==> config.mk <==
export PLATFORM = sky130hd
export DESIGN_NAME = phys_renamer
export DESIGN_NICKNAME = d
export VERILOG_FILES = /design/src/rtl/phys_renamer.sv
export SDC_FILE = /design/constraint.sdc
export NUM_CORES = 1
export LEC_CHECK = 0
export CORE_MARGIN = 10
export CORE_UTILIZATION = 35
export CTS_CLUSTER_DIAMETER = 30
export DETAILED_ROUTE_END_ITERATION = 8
export PLACE_DENSITY = 0.51
export SLEW_MARGIN = 10
export SYNTH_ARGS = -nofsm -noshare
export SYNTH_HDL_FRONTEND = slang
export SYNTH_SLANG_ARGS = --single-unit
==> constraint.sdc <==
create_clock -name clk -period 2.9 [get_ports clk]
set_clock_uncertainty 0.05 [all_clocks]
set_input_delay 0.58 -clock clk [delete_from_list [all_inputs] [get_ports clk]]
set_output_delay 0.58 -clock clk [all_outputs]
set_load 0.05 [all_outputs]
==> src/rtl/phys_renamer.sv <==
module phys_renamer #(
  parameter int NUM_ARCH = 8,
  parameter int NUM_PHYS = 16,
  localparam int AW    = $clog2(NUM_ARCH),
  localparam int PW    = $clog2(NUM_PHYS),
  localparam int DEPTH = NUM_PHYS - NUM_ARCH,
  localparam int QW    = (DEPTH > 1) ? $clog2(DEPTH) : 1,
  localparam int CW    = $clog2(DEPTH + 1)
) (
  input  logic          clk,
  input  logic          rst_n,
  input  logic          in_valid,
  output logic          in_ready,
  input  logic [AW-1:0] in_src1,
  input  logic [AW-1:0] in_src2,
  input  logic          in_src2_imm,
  input  logic          in_has_dst,
  input  logic [AW-1:0] in_dst,
  input  logic          rel_valid,
  input  logic [PW-1:0] rel_tag,
  output logic          stall,
  output logic          out_valid,
  output logic [PW-1:0] out_src1,
  output logic [PW-1:0] out_src2,
  output logic          out_src2_imm,
  output logic          out_has_dst,
  output logic [PW-1:0] out_dst
);

  logic [PW-1:0] map_q  [NUM_ARCH];
  logic [PW-1:0] pool_q [DEPTH];
  logic [QW-1:0] head_q, tail_q;
  logic [CW-1:0] cnt_q;

  logic accept, alloc, pool_empty;

  assign pool_empty = (cnt_q == '0);
  assign in_ready   = !(in_has_dst && pool_empty);
  assign stall      = in_valid && !in_ready;
  assign accept     = in_valid && in_ready;
  assign alloc      = accept && in_has_dst;

  function automatic logic [QW-1:0] bump(input logic [QW-1:0] p);
    return (p == QW'(DEPTH - 1)) ? '0 : p + 1'b1;
  endfunction

  always_ff @(posedge clk) begin
    if (!rst_n) begin
      for (int i = 0; i < NUM_ARCH; i++) map_q[i] <= PW'(i);
      for (int i = 0; i < DEPTH; i++) pool_q[i] <= PW'(NUM_ARCH + i);
      head_q <= '0;
      tail_q <= '0;
      cnt_q  <= CW'(DEPTH);
    end else begin
      if (alloc) begin
        map_q[in_dst] <= pool_q[head_q];
        head_q        <= bump(head_q);
      end
      if (rel_valid) begin
        pool_q[tail_q] <= rel_tag;
        tail_q         <= bump(tail_q);
      end
      cnt_q <= cnt_q + CW'(rel_valid) - CW'(alloc);
    end
  end

  always_ff @(posedge clk) begin
    if (!rst_n) begin
      out_valid    <= 1'b0;
      out_src1     <= '0;
      out_src2     <= '0;
      out_src2_imm <= 1'b0;
      out_has_dst  <= 1'b0;
      out_dst      <= '0;
    end else begin
      out_valid <= accept;
      if (accept) begin
        out_src1     <= map_q[in_src1];
        out_src2     <= in_src2_imm ? PW'(in_src2) : map_q[in_src2];
        out_src2_imm <= in_src2_imm;
        out_has_dst  <= in_has_dst;
        out_dst      <= in_has_dst ? pool_q[head_q] : '0;
      end
    end
  end


  accept_to_out_chk: assert property (@(posedge clk) disable iff (!rst_n)
    accept |=> out_valid);

  idle_no_out_chk: assert property (@(posedge clk) disable iff (!rst_n)
    !accept |=> !out_valid);

  empty_hold_chk: assert property (@(posedge clk) disable iff (!rst_n)
    (in_valid && in_has_dst && pool_empty) |-> (stall && !in_ready));

  stall_keeps_pool_chk: assert property (@(posedge clk) disable iff (!rst_n)
    (stall && !rel_valid) |=> ($stable(cnt_q) && $stable(head_q)));

  no_overflow_chk: assert property (@(posedge clk) disable iff (!rst_n)
    rel_valid |-> (cnt_q < CW'(DEPTH) || alloc));

  imm_pass_chk: assert property (@(posedge clk) disable iff (!rst_n)
    (accept && in_src2_imm) |=> (out_src2 == PW'($past(in_src2)) && out_src2_imm));

  no_dst_accept_chk: assert property (@(posedge clk) disable iff (!rst_n)
    (in_valid && !in_has_dst) |-> in_ready);

endmodule

==> qor.yml, run 1 <==
power:
  power_density_nw_per_um2: 640.8
  p_total_w: 0.003433
  ir_drop_uv: 280.3
  p_leak_nw: 1.811
yosys:
  synth-seq-cells: 92
  avgSynthCellArea_um2: 12.40
  syn_inst: 356
  synth_area_um2: 4413
  ys_types: 43
  ys.flop_type: "edfxtp_1"
  yosysWarningCount: 0
  postSynth.asyncResetShare_pct: 0
  synth-edff-count: 64
  syn-num-nets: 385
  yosysSeqAreaShare_pct: 56.25
routing:
  ant_nets: 0
  drtIter0Drc: 124
  viasPerCell: 4.977
  drc: 0
  routedWlPerCell_um: 17.19
  vias: 2842
  drtPass1Iterations: 5
  drt-total-wl_um: 9817
clocking:
  cts_tree: "built"
  insertion_delay_ps: 350
  root_buffer: "clkbuf_16"
  post-cts-setup-buffer-count: 0
  post_cts_resized: 0
  cts.sinks: 92
  cts_buffers: 9
  clk_pin_slew_worst_paths_ps: 70
  htreeDepth: 3
  cts_hold_buf: 0
  ctsLongestPathBuffers: 2
die:
  row_count: 40
  ios: 36
  dieWidth_um: 132.3
  die-area_um2: 17500
  die_height_um: 132.3
  fp.coreArea_um2: 12160
  start_util_pct: 36.29
grt:
  overflow: 0
  antenna_found_initial: 0
  grt_max_degree: 36
  track_usage_pct: 11.62
  grt_pass1_wl_um: 16070
  grt_pass1_vias: 2938
critical_path:
  crit_fanout: 2
  cp.required_ps: 3100
  worstSetupEndpointType: "register"
  worst-setup-path-type: "in -> reg"
  startpoint_type: "primary input"
  slowest_delay_ps: 500
  crit_slowest_cell: "clkdlybuf4s50_1"
  path_cells: "clkdlybuf4s50_1 > nand4bb_1 > nand3_1 > inv_1 > ha_1 > inv_1 > ha_1 > inv_1 > fa_1 > xnor2_1 > and2_1"
  critical_path_cell_count: 11
  crit_buf_inv: 4
  critPathMostFrequentCell: "inv_1"
  crit_arrival_ps: 2580
  critPathTopFamily: "adder cells"
  reg2reg_depth: 12
timing:
  period_share_pct: 82.31
  hold_viol_final: 0
  rsz0062_at_grt: "false"
  finalMaxSlewViolations: 0
  setup_tns_ps: 0
  relSlewSlack_pct: 58.01
  fmax_ghz: 0.4189
  whs_ps: 412.9
  tightestPinTransition_ps: 629.9
  finalSetupViolCount: 0
  min_period_ps: 2387
placed_design:
  place_inst: 555
  gp_congestion: 0.8009
  hpwl_um: 7408
  portBuffers: 35
hold_path:
  hold_depth: 2
  worst_hold_path_type: "reg -> reg"
finish:
  multi_input_area_um2: 1773
  syn2layout_area_growth_pct: 21.41
  ff_latch_area_um2: 2482
  finalNonFillerCells: 571
  antennaDiodeCount: 0
  drive_gt1_share_pct: 15.63
  nNetsFinal: 427
  n_fill_cell: 1142
  post-route-util_pct: 44.05
run:
  maxCapViolations: 0
run_status:
  outcome: "finished clean"
-- final cells by class --
| cell class | instances | share of cell area [%] |
|---|---|---|
| Inverter | 13 | 0.9108 |
| Clock inverter | 7 | 2.102 |
| Clock buffer | 9 | 4.204 |
| Multi-Input combinational cell | 229 | 33.09 |
| Tap cell | 168 | 3.923 |
| Timing Repair Buffer | 53 | 9.435 |
| Sequential cell | 92 | 46.33 |
-- sequential cells by signal, summed over array words and instances, names as in the netlist, named ones only --
register,flops
out_valid,1
pool_q,32
out_src2,4
map_q,32
cnt_q,4
tail_q,3
head_q,3
out_src1,4
out_dst,4
out_src2_imm,1
out_has_dst,1
-- synthesized netlist by cell type, drive strengths merged, types with 2 or more instances --
library cell	number	area share [%]
nand4	5	0.71
nor2	25	2.1
nor2b	8	1.1
and3	3	0.43
ha	9	2.6
dfxtp	28	13
nand2	33	2.8
nand2b	6	0.85
mux4	19	9.7
or3	16	2.3
mux2i	17	5.0
a221oi	2	0.40
nor4	2	0.28
o21ai	17	1.9
edfxtp	64	44
inv	13	1.1
a21boi	6	1.0
a21oi	6	0.68
nand3	21	2.4
clkbuf	12	1.0
and2	5	0.71
buf	10	1.4
mux2	4	1.0
nor3	11	1.4
xnor2	2	0.40
-- cell usage in the layout (no fill, tap or decap), types with 6 or more instances in the layout --
master / Yosys / routed
a21boi_0: 6 / 6
a21oi_1: 6 / 6
buf_4: 1 / 18
clkbuf_16: 0 / 9
clkdlybuf4s50_1: 0 / 33
dfxtp_1: 28 / 28
edfxtp_1: 64 / 64
ha_1: 9 / 9
inv_1: 13 / 13
mux2i_1: 13 / 13
mux4_2: 19 / 19
nand2_1: 33 / 33
nand2b_1: 6 / 6
nand3_1: 21 / 21
nor2_1: 25 / 25
nor2b_1: 8 / 8
nor3_1: 10 / 10
o21ai_0: 11 / 11
o21ai_1: 6 / 6
or3_1: 16 / 16
-- through the flow --
| stage | setup slack (ps) | cell area (µm²) |
|---|---|---|
| after floorplan | 16.00 | 4413 |
| after global placement | 239.7 | 5020 |
| after detailed placement | 170.9 | 5020 |
| after CTS | 508.2 | 5358 |
| after global routing | 389.7 | 5358 |
| final | 513.0 | 5358 |
-- per-layer routing --
| layer | wire [µm] | part of all wire (%) | vias to the layer above | global-route usage [%] |
|---|---|---|---|---|
| met1 | 4448 | 45 | 1375 | 13.59 |
| met4 | 184 | 1.9 | 0 | 5.257 |
| met5 | 0 | 0 | - | 0 |
| li1 | - | - | 1403 | - |
| met3 | 357 | 3.6 | 13 | 2.934 |
| met2 | 4826 | 49 | 51 | 19.59 |
-- cells by family (layout without fill, tap and decap cells) --
| logic type | Yosys count | in the layout | synth area share, % |
|---|---|---|---|
| compound gates | 37 | 37 | 5.019 |
| xor+xnor | 2 | 2 | 0.3970 |
| fa+ha+maj | 10 | 10 | 3.005 |
| buf+inv | 35 | 82 | 3.572 |
| flops | 92 | 92 | 56.25 |
| mux | 40 | 40 | 15.71 |
| simple gates | 140 | 140 | 16.05 |
-- worst register-to-register path, stage by stage, from the launching register on --
cell and delay [ps]:
dfxtp_1 300, inv_1 70, ha_1 180, nand4bb_1 140, nand3_1 130, inv_1 50
ha_1 260, inv_1 50, ha_1 160, inv_1 60, fa_1 370, xnor2_1 130
and2_1 140
-- report_power, final --
part	leakage (nW)	internal [W]	switching, W	total (W)
clock	0.167	0.000839	0.000506	0.00135
sequential	0.782	0.00147	0.0000497	0.00152
combinational	0.861	0.000245	0.000320	0.000565
total	1.81	0.00256	0.000876	0.00343
-- path summary, 6_finish.rpt --
path               from          to  slack [ps]
max          in_has_dst    cnt_q[2]         510
max reg2reg    cnt_q[2]    cnt_q[2]         700
min reg2reg  out_dst[1]  out_dst[1]         410
min          out_dst[1]  out_dst[1]         410
(Power assumes the default switching activity.)
==> run 2, diff against run 1 <==
Settings changed: PLACE_DENSITY 0.51 to 0.53.
Clock period 2.9 ns to 2.1 ns, I/O delays scaled along.
==> qor.yml, run 2 (synthesized netlist as in run 1, its figures left out) <==
routing:
  drc: 0  # unchanged
  drt-total-wl_um: 10060  # +2.5%
  drtPass1Iterations: 4  # -1
  drtIter0Drc: 135  # +8.9%
  ant_nets: 0  # unchanged
  viasPerCell: 4.898  # -1.6%
  vias: 2978  # +4.8%
  routedWlPerCell_um: 16.54  # -3.8%
power:
  p_total_w: 0.004610  # +34%
  ir_drop_uv: 584.3  # +110%
  power_density_nw_per_um2: 808.0  # +26%
  p_leak_nw: 1.973  # +9.0%
critical_path:
  startpoint_type: "register"
  worst-setup-path-type: "reg -> reg"
  crit_fanout: 2  # unchanged
  r2r_end: "cnt_q[2]"
  cp.required_ps: 2290  # -810 ps
  crit_arrival_ps: 2190  # -390 ps
  worstSetupEndpointType: "register"
  r2r-start: "cnt_q[3]"
  reg2reg_depth: 12  # unchanged
  reg2reg_slack_ps: 100  # -600 ps
finish:
  antennaDiodeCount: 0  # unchanged
  post-route-util_pct: 46.91  # +2.9 points
  final_cell_mix: "edfxtp_1, buf_4, nand2_1"
  top_regs: "map_q x32, pool_q x32"
  layout.cells.most_common: "edfxtp_1"
  syn2layout_area_growth_pct: 29.29
  nNetsFinal: 464  # +8.7%
  drive_gt1_share_pct: 25.00  # +9.4 points
placed_design:
  gp_congestion: 0.8043  # +0.42%
  portBuffers: 35  # unchanged
  hpwl_um: 7735  # +4.4%
grt:
  overflow: 0  # unchanged
  grt_max_degree: 33  # -8.3%
  track_usage_pct: 11.71  # +0.090 points
  grt_pass1_vias: 3118  # +6.1%
  grt_pass1_wl_um: 16090  # +0.12%
  antenna_found_initial: 0  # unchanged
run_status:
  outcome: "finished clean"
timing:
  hold_viol_final: 0  # unchanged
  finalMaxSlewViolations: 0  # unchanged
  min_period_ps: 1998
  tightestPinTransition_ps: 525.8  # -104.0 ps
  fmax_ghz: 0.5005
  rsz0062_at_grt: "false"
  relSlewSlack_pct: 64.83  # +6.8 points
  period_share_pct: 95.14
  finalSetupViolCount: 0  # unchanged
clocking:
  post-cts-setup-buffer-count: 0  # unchanged
  root_buffer: "clkbuf_16"
  cts_tree: "built"
  htreeDepth: 3  # unchanged
  cts_hold_buf: 0  # unchanged
  cts_buffers: 9  # unchanged
  ctsLongestPathBuffers: 2  # unchanged
  cts.sinks: 92  # unchanged
  insertion_delay_ps: 340  # about the same
  clk_pin_slew_worst_paths_ps: 60  # about the same
hold_path:
  hold_depth: 2  # unchanged
  hold_start: "out_dst[0]"
  worst_hold_path_type: "reg -> reg"
  min_to: "out_dst[0]"
die:
  row_count: 40  # unchanged
  dieWidth_um: 132.3  # unchanged
  fp.coreArea_um2: 12160  # unchanged
  start_util_pct: 36.29  # unchanged
  ios: 36  # unchanged
  die-area_um2: 17500  # unchanged
  die_height_um: 132.3  # unchanged
run:
  maxCapViolations: 0  # unchanged
==> run 2: cell count changes in the layout (fill, tap and decap cells not counted), moves of 3 or more <==
cell	before	now
inv_1	13	9
inv_2	0	4
ha_4	0	3
buf_4	18	52
ha_1	9	6
bufinv_16	3	0
buf_12	2	5
==> run 2: power by group <==
group	switching [W]	internal, W	leakage (nW)
clock network	0.000666	0.000906	0.137
registers	0.0000536	0.00204	0.782
logic	0.000499	0.000450	1.05
total	0.00122	0.00339	1.97
==> run 2: critical path, cell delays in order (launching register included) <==
cell	delay, ps
dfxtp_1	300
inv_1	80
ha_4	160
nand4bb_4	130
nand3_4	90
inv_2	40
ha_4	200
inv_2	60
ha_4	130
inv_2	30
fa_2	340
xnor2_1	120
and2_1	150
==> run 2: worst max path at each step <==
| stage | startpoint | endpoint | slack [ps] | depth (start not counted) |
|---|---|---|---|---|
| floorplan | cnt_q[2] | cnt_q[2] | -110 | 12 |
| global placement | in_has_dst | cnt_q[2] | -340 | 11 |
| detailed placement | in_has_dst | cnt_q[2] | -370 | 11 |
| CTS | cnt_q[2] | stall | 40 | 5 |
| global route | cnt_q[3] | cnt_q[2] | 1 | 12 |
| finish | cnt_q[3] | cnt_q[2] | 100 | 12 |
==> run 2: metrics by stage <==
stage                     setup TNS, ps  worst slack (ps)  cells  area (µm²)  hold slack, ps
after floorplan                  -180.4            -108.1    356        4472           416.7
after global placement            -6200            -338.6    592        5394           401.0
after detailed placement          -8453            -371.5    592        5394           404.1
after CTS                             0             36.56    608        5695           416.4
after global routing                  0             1.193    608        5705           441.1
final                                 0             102.0    608        5705           411.4
==> run 2: final cells by class <==
cell class	count	area, µm²
Inverter	13	48.80
Sequential cell	92	2482
Clock buffer	13	271.5
Tap cell	168	210.2
Multi-Input combinational cell	229	1853
Timing Repair Buffer	90	819.5
Fill cell	1103	6456
Clock inverter	3	20.02
==> run 2: repair_timing <==
action	CTS	global route
setup endpoints to repair	2	2
pin swaps	0	0
resized for setup	3	2
hold endpoints to repair	0	0
==> run 2: per-layer routing <==
layer,share of wire (%),routed length (µm),vias up,track usage [%]
met2,51,5157,56,20.48
li1,-,-,1476,-
met1,43,4321,1428,12.95
met5,0,0,-,0
met3,3.9,390,18,3.811
met4,1.9,189,0,4.279
==> run 3, diff against run 2 <==
Settings changed: CAP_MARGIN from default to 25.
==> results of run 3 <==
Final layout, timing and power as in run 2 (identical DEF).
